## config.mk

```make
export PLATFORM = sky130hd
export DESIGN_NAME = adc_frame_ctrl
export DESIGN_NICKNAME = d
export VERILOG_FILES = /design/src/rtl/adc_frame_pkg.sv /design/src/rtl/adc_sck_gen.sv /design/src/rtl/adc_shift_unit.sv /design/src/rtl/adc_frame_fsm.sv /design/src/rtl/adc_frame_ctrl.sv
export SDC_FILE = /design/constraint.sdc
export NUM_CORES = 1
export LEC_CHECK = 0
export ABC_CLOCK_PERIOD_IN_PS = 2700
export BUFFER_PORTS_ARGS = -buffer_cell sky130_fd_sc_hd__buf_2
export CAP_MARGIN = 10
export CORE_MARGIN = 4
export CORE_UTILIZATION = 57
export CTS_CLUSTER_SIZE = 14
export DETAILED_ROUTE_END_ITERATION = 8
export GPL_ROUTABILITY_DRIVEN = 1
export PLACE_DENSITY = 0.78
export SYNTH_ARGS = -nofsm -noshare
export SYNTH_HDL_FRONTEND = slang
export SYNTH_HIERARCHICAL = 1
export SYNTH_SLANG_ARGS = --single-unit
```

## constraint.sdc

```tcl
create_clock -name clk_i -period 2.7 [get_ports clk_i]
set_input_delay 0.27 -clock clk_i [delete_from_list [all_inputs] [get_ports clk_i]]
set_output_delay 0.27 -clock clk_i [all_outputs]
set_load 0.01 [all_outputs]
```

## src/rtl/adc_frame_pkg.sv

```systemverilog
package adc_frame_pkg;
  typedef enum logic [1:0] {
    ST_IDLE  = 2'd0,
    ST_CONV  = 2'd1,
    ST_SHIFT = 2'd2
  } fsm_state_e;
endpackage

```

## src/rtl/adc_sck_gen.sv

```systemverilog
module adc_sck_gen #(
  parameter int unsigned SCK_DIV = 4
) (
  input  logic clk_i,
  input  logic rst_ni,
  input  logic en_i,
  output logic sck_o,
  output logic rise_o,
  output logic fall_o
);
  localparam int unsigned HALF = SCK_DIV / 2;
  localparam int unsigned CW   = (HALF > 1) ? $clog2(HALF) : 1;
  localparam logic [CW-1:0] HALF_M1 = CW'(HALF - 1);

  logic [CW-1:0] cnt_q;
  logic          sck_q;
  logic          wrap;

  assign wrap   = en_i && (cnt_q == HALF_M1);
  // strobes mark the system edge at which sck_q toggles
  assign rise_o = wrap && !sck_q;
  assign fall_o = wrap && sck_q;
  assign sck_o  = sck_q;

  always_ff @(posedge clk_i or negedge rst_ni) begin
    if (!rst_ni) begin
      cnt_q <= '0;
      sck_q <= 1'b0;
    end else if (!en_i) begin
      cnt_q <= '0;
      sck_q <= 1'b0;
    end else if (wrap) begin
      cnt_q <= '0;
      sck_q <= ~sck_q;
    end else begin
      cnt_q <= cnt_q + 1'b1;
    end
  end
endmodule

```

## src/rtl/adc_shift_unit.sv

```systemverilog
module adc_shift_unit #(
  parameter int unsigned RES_W = 12,
  parameter int unsigned CFG_W = 2
) (
  input  logic             clk_i,
  input  logic             rst_ni,
  input  logic             load_i,
  input  logic [CFG_W-1:0] cfg_i,
  input  logic             rise_i,
  input  logic             fall_i,
  input  logic             sdo_i,
  output logic             sdi_o,
  output logic [RES_W-1:0] rx_o
);
  logic [CFG_W-1:0] tx_q;
  logic [RES_W-1:0] rx_q;

  assign sdi_o = tx_q[CFG_W-1];
  assign rx_o  = rx_q;

  // outgoing word: advance on falling shift edge, zero-fill behind
  always_ff @(posedge clk_i or negedge rst_ni) begin
    if (!rst_ni)      tx_q <= '0;
    else if (load_i)  tx_q <= cfg_i;
    else if (fall_i)  tx_q <= tx_q << 1;
  end

  // incoming word: capture on rising shift edge, MSB arrives first
  always_ff @(posedge clk_i or negedge rst_ni) begin
    if (!rst_ni)      rx_q <= '0;
    else if (load_i)  rx_q <= '0;
    else if (rise_i)  rx_q <= {rx_q[RES_W-2:0], sdo_i};
  end
endmodule

```

## src/rtl/adc_frame_fsm.sv

```systemverilog
module adc_frame_fsm
  import adc_frame_pkg::*;
#(
  parameter int unsigned CONV_CYCLES = 40,
  parameter int unsigned RES_W       = 12
) (
  input  logic clk_i,
  input  logic rst_ni,
  input  logic start_i,
  input  logic rise_i,
  input  logic fall_i,
  output logic load_o,
  output logic frame_o,
  output logic sck_en_o,
  output logic busy_o,
  output logic finish_o
);
  localparam int unsigned WW = $clog2(CONV_CYCLES + 1);
  localparam int unsigned BW = $clog2(RES_W + 1);
  localparam logic [WW-1:0] WAIT_INIT = WW'(CONV_CYCLES - 1);
  localparam logic [BW-1:0] BITS_ALL  = BW'(RES_W);

  fsm_state_e    state_q, state_d;
  logic [WW-1:0] wait_q, wait_d;
  logic [BW-1:0] bits_q, bits_d;

  assign load_o   = (state_q == ST_IDLE) && start_i;
  assign frame_o  = (state_q == ST_CONV);
  assign sck_en_o = (state_q == ST_SHIFT);
  assign busy_o   = (state_q != ST_IDLE);
  assign finish_o = (state_q == ST_SHIFT) && fall_i && (bits_q == BITS_ALL);

  always_comb begin
    state_d = state_q;
    wait_d  = wait_q;
    bits_d  = bits_q;
    unique case (state_q)
      ST_IDLE: begin
        if (start_i) begin
          state_d = ST_CONV;
          wait_d  = WAIT_INIT;
        end
      end
      ST_CONV: begin
        if (wait_q == '0) begin
          state_d = ST_SHIFT;
          bits_d  = '0;
        end else begin
          wait_d = wait_q - 1'b1;
        end
      end
      ST_SHIFT: begin
        if (rise_i) bits_d = bits_q + 1'b1;
        if (finish_o) state_d = ST_IDLE;
      end
      default: state_d = ST_IDLE;
    endcase
  end

  always_ff @(posedge clk_i or negedge rst_ni) begin
    if (!rst_ni) begin
      state_q <= ST_IDLE;
      wait_q  <= '0;
      bits_q  <= '0;
    end else begin
      state_q <= state_d;
      wait_q  <= wait_d;
      bits_q  <= bits_d;
    end
  end
endmodule

```

## src/rtl/adc_frame_ctrl.sv

```systemverilog
module adc_frame_ctrl
  import adc_frame_pkg::*;
#(
  parameter int unsigned CONV_CYCLES = 40,
  parameter int unsigned SCK_DIV     = 4,
  parameter int unsigned RES_W       = 12,
  parameter int unsigned CFG_W       = 2
) (
  input  logic             clk_i,
  input  logic             rst_ni,
  input  logic             start_i,
  input  logic [CFG_W-1:0] chan_i,
  output logic             busy_o,
  output logic             done_o,
  output logic [RES_W-1:0] result_o,
  output logic [CFG_W-1:0] result_chan_o,
  output logic             frame_o,
  output logic             sck_o,
  output logic             sdi_o,
  input  logic             sdo_i
);
  logic             load, sck_en, rise, fall, finish;
  logic [RES_W-1:0] rx;
  logic [CFG_W-1:0] chan_q, prev_chan_q, tag_q;
  logic [RES_W-1:0] result_q;
  logic             done_q;

  adc_frame_fsm #(
    .CONV_CYCLES(CONV_CYCLES),
    .RES_W      (RES_W)
  ) u_fsm (
    .clk_i   (clk_i),
    .rst_ni  (rst_ni),
    .start_i (start_i),
    .rise_i  (rise),
    .fall_i  (fall),
    .load_o  (load),
    .frame_o (frame_o),
    .sck_en_o(sck_en),
    .busy_o  (busy_o),
    .finish_o(finish)
  );

  adc_sck_gen #(
    .SCK_DIV(SCK_DIV)
  ) u_sck (
    .clk_i (clk_i),
    .rst_ni(rst_ni),
    .en_i  (sck_en),
    .sck_o (sck_o),
    .rise_o(rise),
    .fall_o(fall)
  );

  adc_shift_unit #(
    .RES_W(RES_W),
    .CFG_W(CFG_W)
  ) u_shift (
    .clk_i (clk_i),
    .rst_ni(rst_ni),
    .load_i(load),
    .cfg_i (chan_i),
    .rise_i(rise),
    .fall_i(fall),
    .sdo_i (sdo_i),
    .sdi_o (sdi_o),
    .rx_o  (rx)
  );

  // converter pipeline: word sent now selects the next conversion
  always_ff @(posedge clk_i or negedge rst_ni) begin
    if (!rst_ni) begin
      chan_q      <= '0;
      prev_chan_q <= '0;
      tag_q       <= '0;
      result_q    <= '0;
      done_q      <= 1'b0;
    end else begin
      done_q <= finish;
      if (load) chan_q <= chan_i;
      if (finish) begin
        result_q    <= rx;
        tag_q       <= prev_chan_q;
        prev_chan_q <= chan_q;
      end
    end
  end

  assign done_o        = done_q;
  assign result_o      = result_q;
  assign result_chan_o = tag_q;
endmodule

```

After elaboration in Yosys (flattened, before gate mapping)
Cells that the tools add are included.
Cells by class
  add/subtract/negate cells: 3
  eq/ne operators: 9
  mux-type cells: 18
  bitwise gates (word level): 1
  reduce and logical (&&, ||, !) cells: 17
Operators with widths (number)
  two-way mux 12 bit: 2
  two-way mux 6 bit: 2
  one-hot mux 6 bit (2 select lines): 1
  two-way mux 2 bit: 5
  inequality test 2 bit, second input constant: 5
  nonzero test 2 bit: 5
  AND reduction 3 bit: 3
  two-way mux 4 bit: 2
  one-hot mux 4 bit (2 select lines): 1
  logical AND 1 bit: 6
  logical NOT 6 bit: 1
  one-hot mux 2 bit (3 select lines): 1
  subtractor 6 x 1 -> 6 bit, second input constant: 1
  adder 4 x 1 -> 4 bit, second input constant: 1
  equality test 4 bit, second input constant: 1
  two-way mux 1 bit: 4
  equality test 2 x 1 -> 1 bit, second input constant: 1
  equality test 2 bit, second input constant: 1
  logical NOT 2 bit: 1
  inequality test 2 x 1 -> 1 bit, second input constant: 1
  adder 1 bit, second input constant: 1
  logical NOT 1 bit: 1
  NOT 1 bit: 1
Word-level totals
  flip-flop bits (word level): 47
  input port bits: 6
  output and inout bits: 19
  word-level logic and storage cells: 60

Logic depth before layout (Yosys ltp)
  depth in word-level cells: 7
  mapped depth: 9
  mapped depth without buffers: 7

By module
Netlist, hierarchy kept.
Modules (own cells, without submodules)
  adc_frame_ctrl: times used 1, cells an instance 39, area each 747.0 µm², sequential area each 475.5 µm²
  adc_frame_fsm: times used 1, cells an instance 73, area each 691.9 µm², sequential area each 300.3 µm²
  adc_shift_unit: times used 1, cells an instance 45, area each 563.0 µm², sequential area each 350.3 µm²
  adc_sck_gen: times used 1, cells an instance 8, area each 88.8 µm², sequential area each 50.0 µm²

Worst setup path after synthesis
OpenSTA, ideal clock, no wires.
  path kind: register to register
  from: register u_fsm.state_q[1]
  to: register tag_q[0], in the netlist result_chan_o[0]
  setup time: 125 ps
  arrival time: 1810 ps
  required time: 2575 ps
  path slack: 765 ps
  stages on the path, launching flop included: 10
  buffers on the path: 3
  clock period less this slack: 1935 ps
  cell sequence: dfrtp_1 -> clkbuf_1 -> nand2b_1 -> inv_1 -> and3_2 -> nand4_1 -> nor2_1 -> buf_6 -> buf_12 -> mux2_4
On the way
  longest elaborated chain between the ends: 5
RTL lines
  start, declared: RTL line adc_frame_fsm.sv:23  | fsm_state_e state_q, state_d;
  start signal, assigned: RTL line adc_frame_fsm.sv:66  | state_q <= state_d;
  equality test 2 bit: RTL line adc_frame_fsm.sv:29  | assign sck_en_o = (state_q == ST_SHIFT);
  named net sck_en: RTL line adc_frame_ctrl.sv:22  | logic load, sck_en, rise, fall, finish;
  logical AND 1 bit: RTL line adc_sck_gen.sv:19  | assign wrap = en_i && (cnt_q == HALF_M1);
  logical AND 1 bit: RTL line adc_sck_gen.sv:22  | assign fall_o = wrap && sck_q;
  named net fall: RTL line adc_frame_ctrl.sv:22
  logical AND 1 bit (2 in a row): RTL line adc_frame_fsm.sv:31  | assign finish_o = (state_q == ST_SHIFT) && fall_i && (bits_q == BITS_ALL);
  named net finish: RTL line adc_frame_ctrl.sv:22
  end signal, assigned: RTL line adc_frame_ctrl.sv:83  | tag_q <= prev_chan_q;
  end, declared: RTL line adc_frame_ctrl.sv:24  | logic [CFG_W-1:0] chan_q, prev_chan_q, tag_q;
The timed path passes the listed nets, and every way through them passes these cells.
A chain may end at the register's enable or synchronous reset.

Final worst setup path
  from: register u_fsm.state_q[0]
  to: register result_q[0], in the netlist result_o[0]
On the way
  longest elaborated chain between the ends: 5
RTL lines
  equality test 2 bit: RTL line adc_frame_fsm.sv:29
  named net sck_en: RTL line adc_frame_ctrl.sv:22
  logical AND 1 bit: RTL line adc_sck_gen.sv:19
  logical AND 1 bit: RTL line adc_sck_gen.sv:22
  named net fall: RTL line adc_frame_ctrl.sv:22
  logical AND 1 bit (2 in a row): RTL line adc_frame_fsm.sv:31
  named net finish: RTL line adc_frame_ctrl.sv:22
  end signal, assigned: RTL line adc_frame_ctrl.sv:82  | result_q <= rx;
  end, declared: RTL line adc_frame_ctrl.sv:25  | logic [RES_W-1:0] result_q;
The timed path passes the listed nets, and every way through them passes these cells.

==> impl_metrics.yaml <==
die:
  die_h_um: 68.6
  row_count: 21
  start_util_pct: 60.7
  fp.dieW_um: 68.6
  io_pins: 25
  dieArea_um2: 4700
  core_region_area_um2: 3440
synthesis:
  synth.net_count: 175
  syn_inst: 165
  netlist_area_um2: 2090
  ys_warn_count: 6
  ys_types: 42
  synth-seq-cells: 47
  synth_top_cell_area_share_pct: 56.3
  async_reset_ff_share_pct: 100
  synth_ff_type: "dfrtp_1"
  syn_avg_cell_area_um2: 12.7
  synth_top_cell_by_area: "dfrtp_1"
  synth_edf_count: 0
  synth_sequential_area_ratio_pct: 56.3
  synthTopCellsByArea: "dfrtp_1, mux2_4, mux2i_1, mux2_2, nor2_1"
global_routing:
  antenna_found_initial: 0
  grt_max_degree: 48
  grt_usage_pct: 17.7
  overflow: 0
  grt_pass1_vias: 1337
  grt_first_pass_wirelength_um: 6150
power_and_ir_drop:
  power.density_nw_per_um2: 741
  internal_power_w: 0.00117
  seqPwrFrac_pct: 54.1
  p_leak_nw: 1.14
  pwr-share-comb_pct: 22.7
  peakVddDrop_v: 0.000446
  p_clk_share_pct: 23.2
  swShare_pct: 31.6
  p_sw_w: 0.000544
critical_path:
  end_kind: "flop"
  crit_buf_inv: 2
  criticalPathCategory: "reg -> reg"
  path_depth: 7
  arrival_ns: 2.42
  cp.required_ns: 2.88
  r2r-start: "u_fsm/state_q[0]"
  crit_family: "simple AND/OR/NAND/NOR gates"
  cpMaxStageDelayCell: "dfrtp_1"
  reg2reg_setup_slack_ns: 0.46
  reg2reg_depth: 7
  path_cells: "nand2b_1 > inv_1 > and3_2 > nand4_1 > nor2_2 > buf_4 > mux2_2"
  critPathMaxStageDelay_ns: 0.51
  cp_max_fo: 17
  startpoint_type: "flop"
  r2r-end: "result_o[0]"
clock_tree:
  cts_tree: "built"
  cts_buffer_depth: 2
  htree_levels: 2
  clock_latency_ns: 0.29
  cts.sinks: 47
  postCtsSetupBuffers: 0
  root_buffer: "clkbuf_8"
  cts_made_buffers: 5
  path_clk_slew_ns: 0.09
  ctsResizeCount: 0
  cts_hold_buf: 0
routing:
  routed_via_density: 5.54
  vias: 1323
  routed_wl_um: 3620
  drc: 0
  dr.pass1.iters: 4
  drt-initial-drc-count: 63
  final_antenna_net_count: 0
  routedWlPerCell_um: 15.2
place:
  place.gp.congestion: 0.870
  pre_cts_ws_ns: 0.481
  dp_hpwl_um: 2610
  io_buffers: 24
  dp_cells: 231
final_layout:
  utilization_pct: 67.3
  seq_area_um2: 1180
  nFillCells: 271
  diodes: 0
  multi_input_area_um2: 833
  area_growth_pct: 10.8
  layout-drive-gt1-share_pct: 30.1
  nNetsFinal: 202
  instances_no_fill: 239
flow_run:
  timing.max_cap.violations: 0
sta:
  setup_slack_ns: 0.456
  hold_slack_ns: 0.138
  hold_viol: 0
  report.final.slew_viol_count: 0
  setup_violations: 0
  timing.fmax_ghz: 0.446
  period_needed_ns: 2.24
  period_share_pct: 83.1
  rsz0062_at_grt: "no"
  maxSlewHeadroom_pct: 34.0
  finalSetupTns_ns: 0
  worstMarginPinSlew_ns: 0.990
  skew_ns: 0.00764
outcome:
  status: "completed"
min_path:
  hold_class: "in -> async"
## worst max-delay path by stage
| stage | start | end | slack, ns |
|---|---|---|---|
| detailed placement | u_fsm/state_q[0] | result_o[0] | 0.48 |
| global route | u_fsm/state_q[0] | result_o[1] | 0.28 |
| finish | u_fsm/state_q[0] | result_o[0] | 0.46 |
| CTS | u_fsm/state_q[0] | result_o[0] | 0.48 |
| floorplan | u_fsm/state_q[1] | result_chan_o[0] | 0.77 |
| global placement | u_fsm/state_q[0] | prev_chan_q[1] | 0.66 |
## state kept, by name, indices dropped and copies added (netlist names)
| signal | flops |
|---|---|
| u_sck/sck_o | 1 |
| u_shift/rx_o | 12 |
| u_fsm/bits_q | 4 |
| u_fsm/wait_q | 6 |
| u_sck/cnt_q | 1 |
| prev_chan_q | 2 |
| result_chan_o | 2 |
| result_o | 12 |
| u_fsm/state_q | 2 |
| done_o | 1 |
| chan_q | 2 |
| u_shift/tx_q | 2 |
## power groups by stage
stage	Sequential, W	Combinational [W]	Clock, W
floorplan	0.000897	0.000311	0
global placement	0.000929	0.000372	0
detailed placement	0.000942	0.000394	0
CTS	0.000928	0.000395	0.000410
global route	0.000949	0.000444	0.000441
finish	0.000930	0.000389	0.000399
## synthesized netlist by cell type (all sizes together), types with 2 or more instances
cell type	n
a211oi	2
a21oi	5
and3	2
buf	6
dfrtp	47
ha	4
inv	6
mux2	18
mux2i	15
nand2	4
nand2b	2
nor2	19
nor3	2
o21ai	8
or2	2
or3b	2
or4b	2
## through the flow
stage	area, um2	power (W)
6_report	2320	0.00172
5_1_grt	2320	0.00183
4_1_cts	2320	0.00173
3_5_place_dp	2230	0.00134
3_3_place_gp	2230	0.00130
2_1_floorplan	2090	0.00121
## per-layer routing
layer | part of all wire, % | track usage (%) | vias up
met3 | 3.7 | 4.54 | 2
met1 | 45 | 23.6 | 666
met5 | 0 | 0 | -
met2 | 50 | 28.0 | 24
li1 | - | - | 631
met4 | 0.64 | 6.20 | 0
## layout by cell type, fill, tap and decap left out, types with 2 or more instances in the layout
cell	netlist	routed
or4b_1	2	2
mux2_2	8	8
dfrtp_1	47	47
nand2b_1	2	2
buf_4	0	3
mux2_4	10	10
mux2i_1	15	15
nor2_1	19	18
clkbuf_8	0	5
a21oi_1	5	5
buf_2	3	24
a211oi_1	2	2
o21ai_0	7	7
nor3_1	2	2
or2_2	2	2
nand2_1	4	4
ha_1	4	4
inv_1	6	6
## cell type report
class                   count  area share (%)
flip-flops and latches     47            50.8
multi-input cells         105            36.0
repair buffers             27            6.16
clock buffers               6            3.13
well taps                  46            2.48
inverters                   6           0.972
clock inverters             2           0.540
## kinds of logic after synthesis
| group | Yosys count | synth area share (%) |
|---|---|---|
| fa+ha+maj | 4 | 2.39 |
| buf+inv | 13 | 4.01 |
| compound gates | 23 | 7.00 |
| xor+xnor | 1 | 0.419 |
| simple gates | 44 | 11.3 |
| mux | 33 | 18.7 |
| flops | 47 | 56.3 |
## worst reg2reg max path, stage by stage (launching register included)
cell and delay (ns):
dfrtp_1 0.51, nand2b_1 0.26, inv_1 0.16, and3_2 0.25
nand4_1 0.14, nor2_2 0.14, buf_4 0.30, mux2_2 0.38
(Power assumes the default switching activity.)
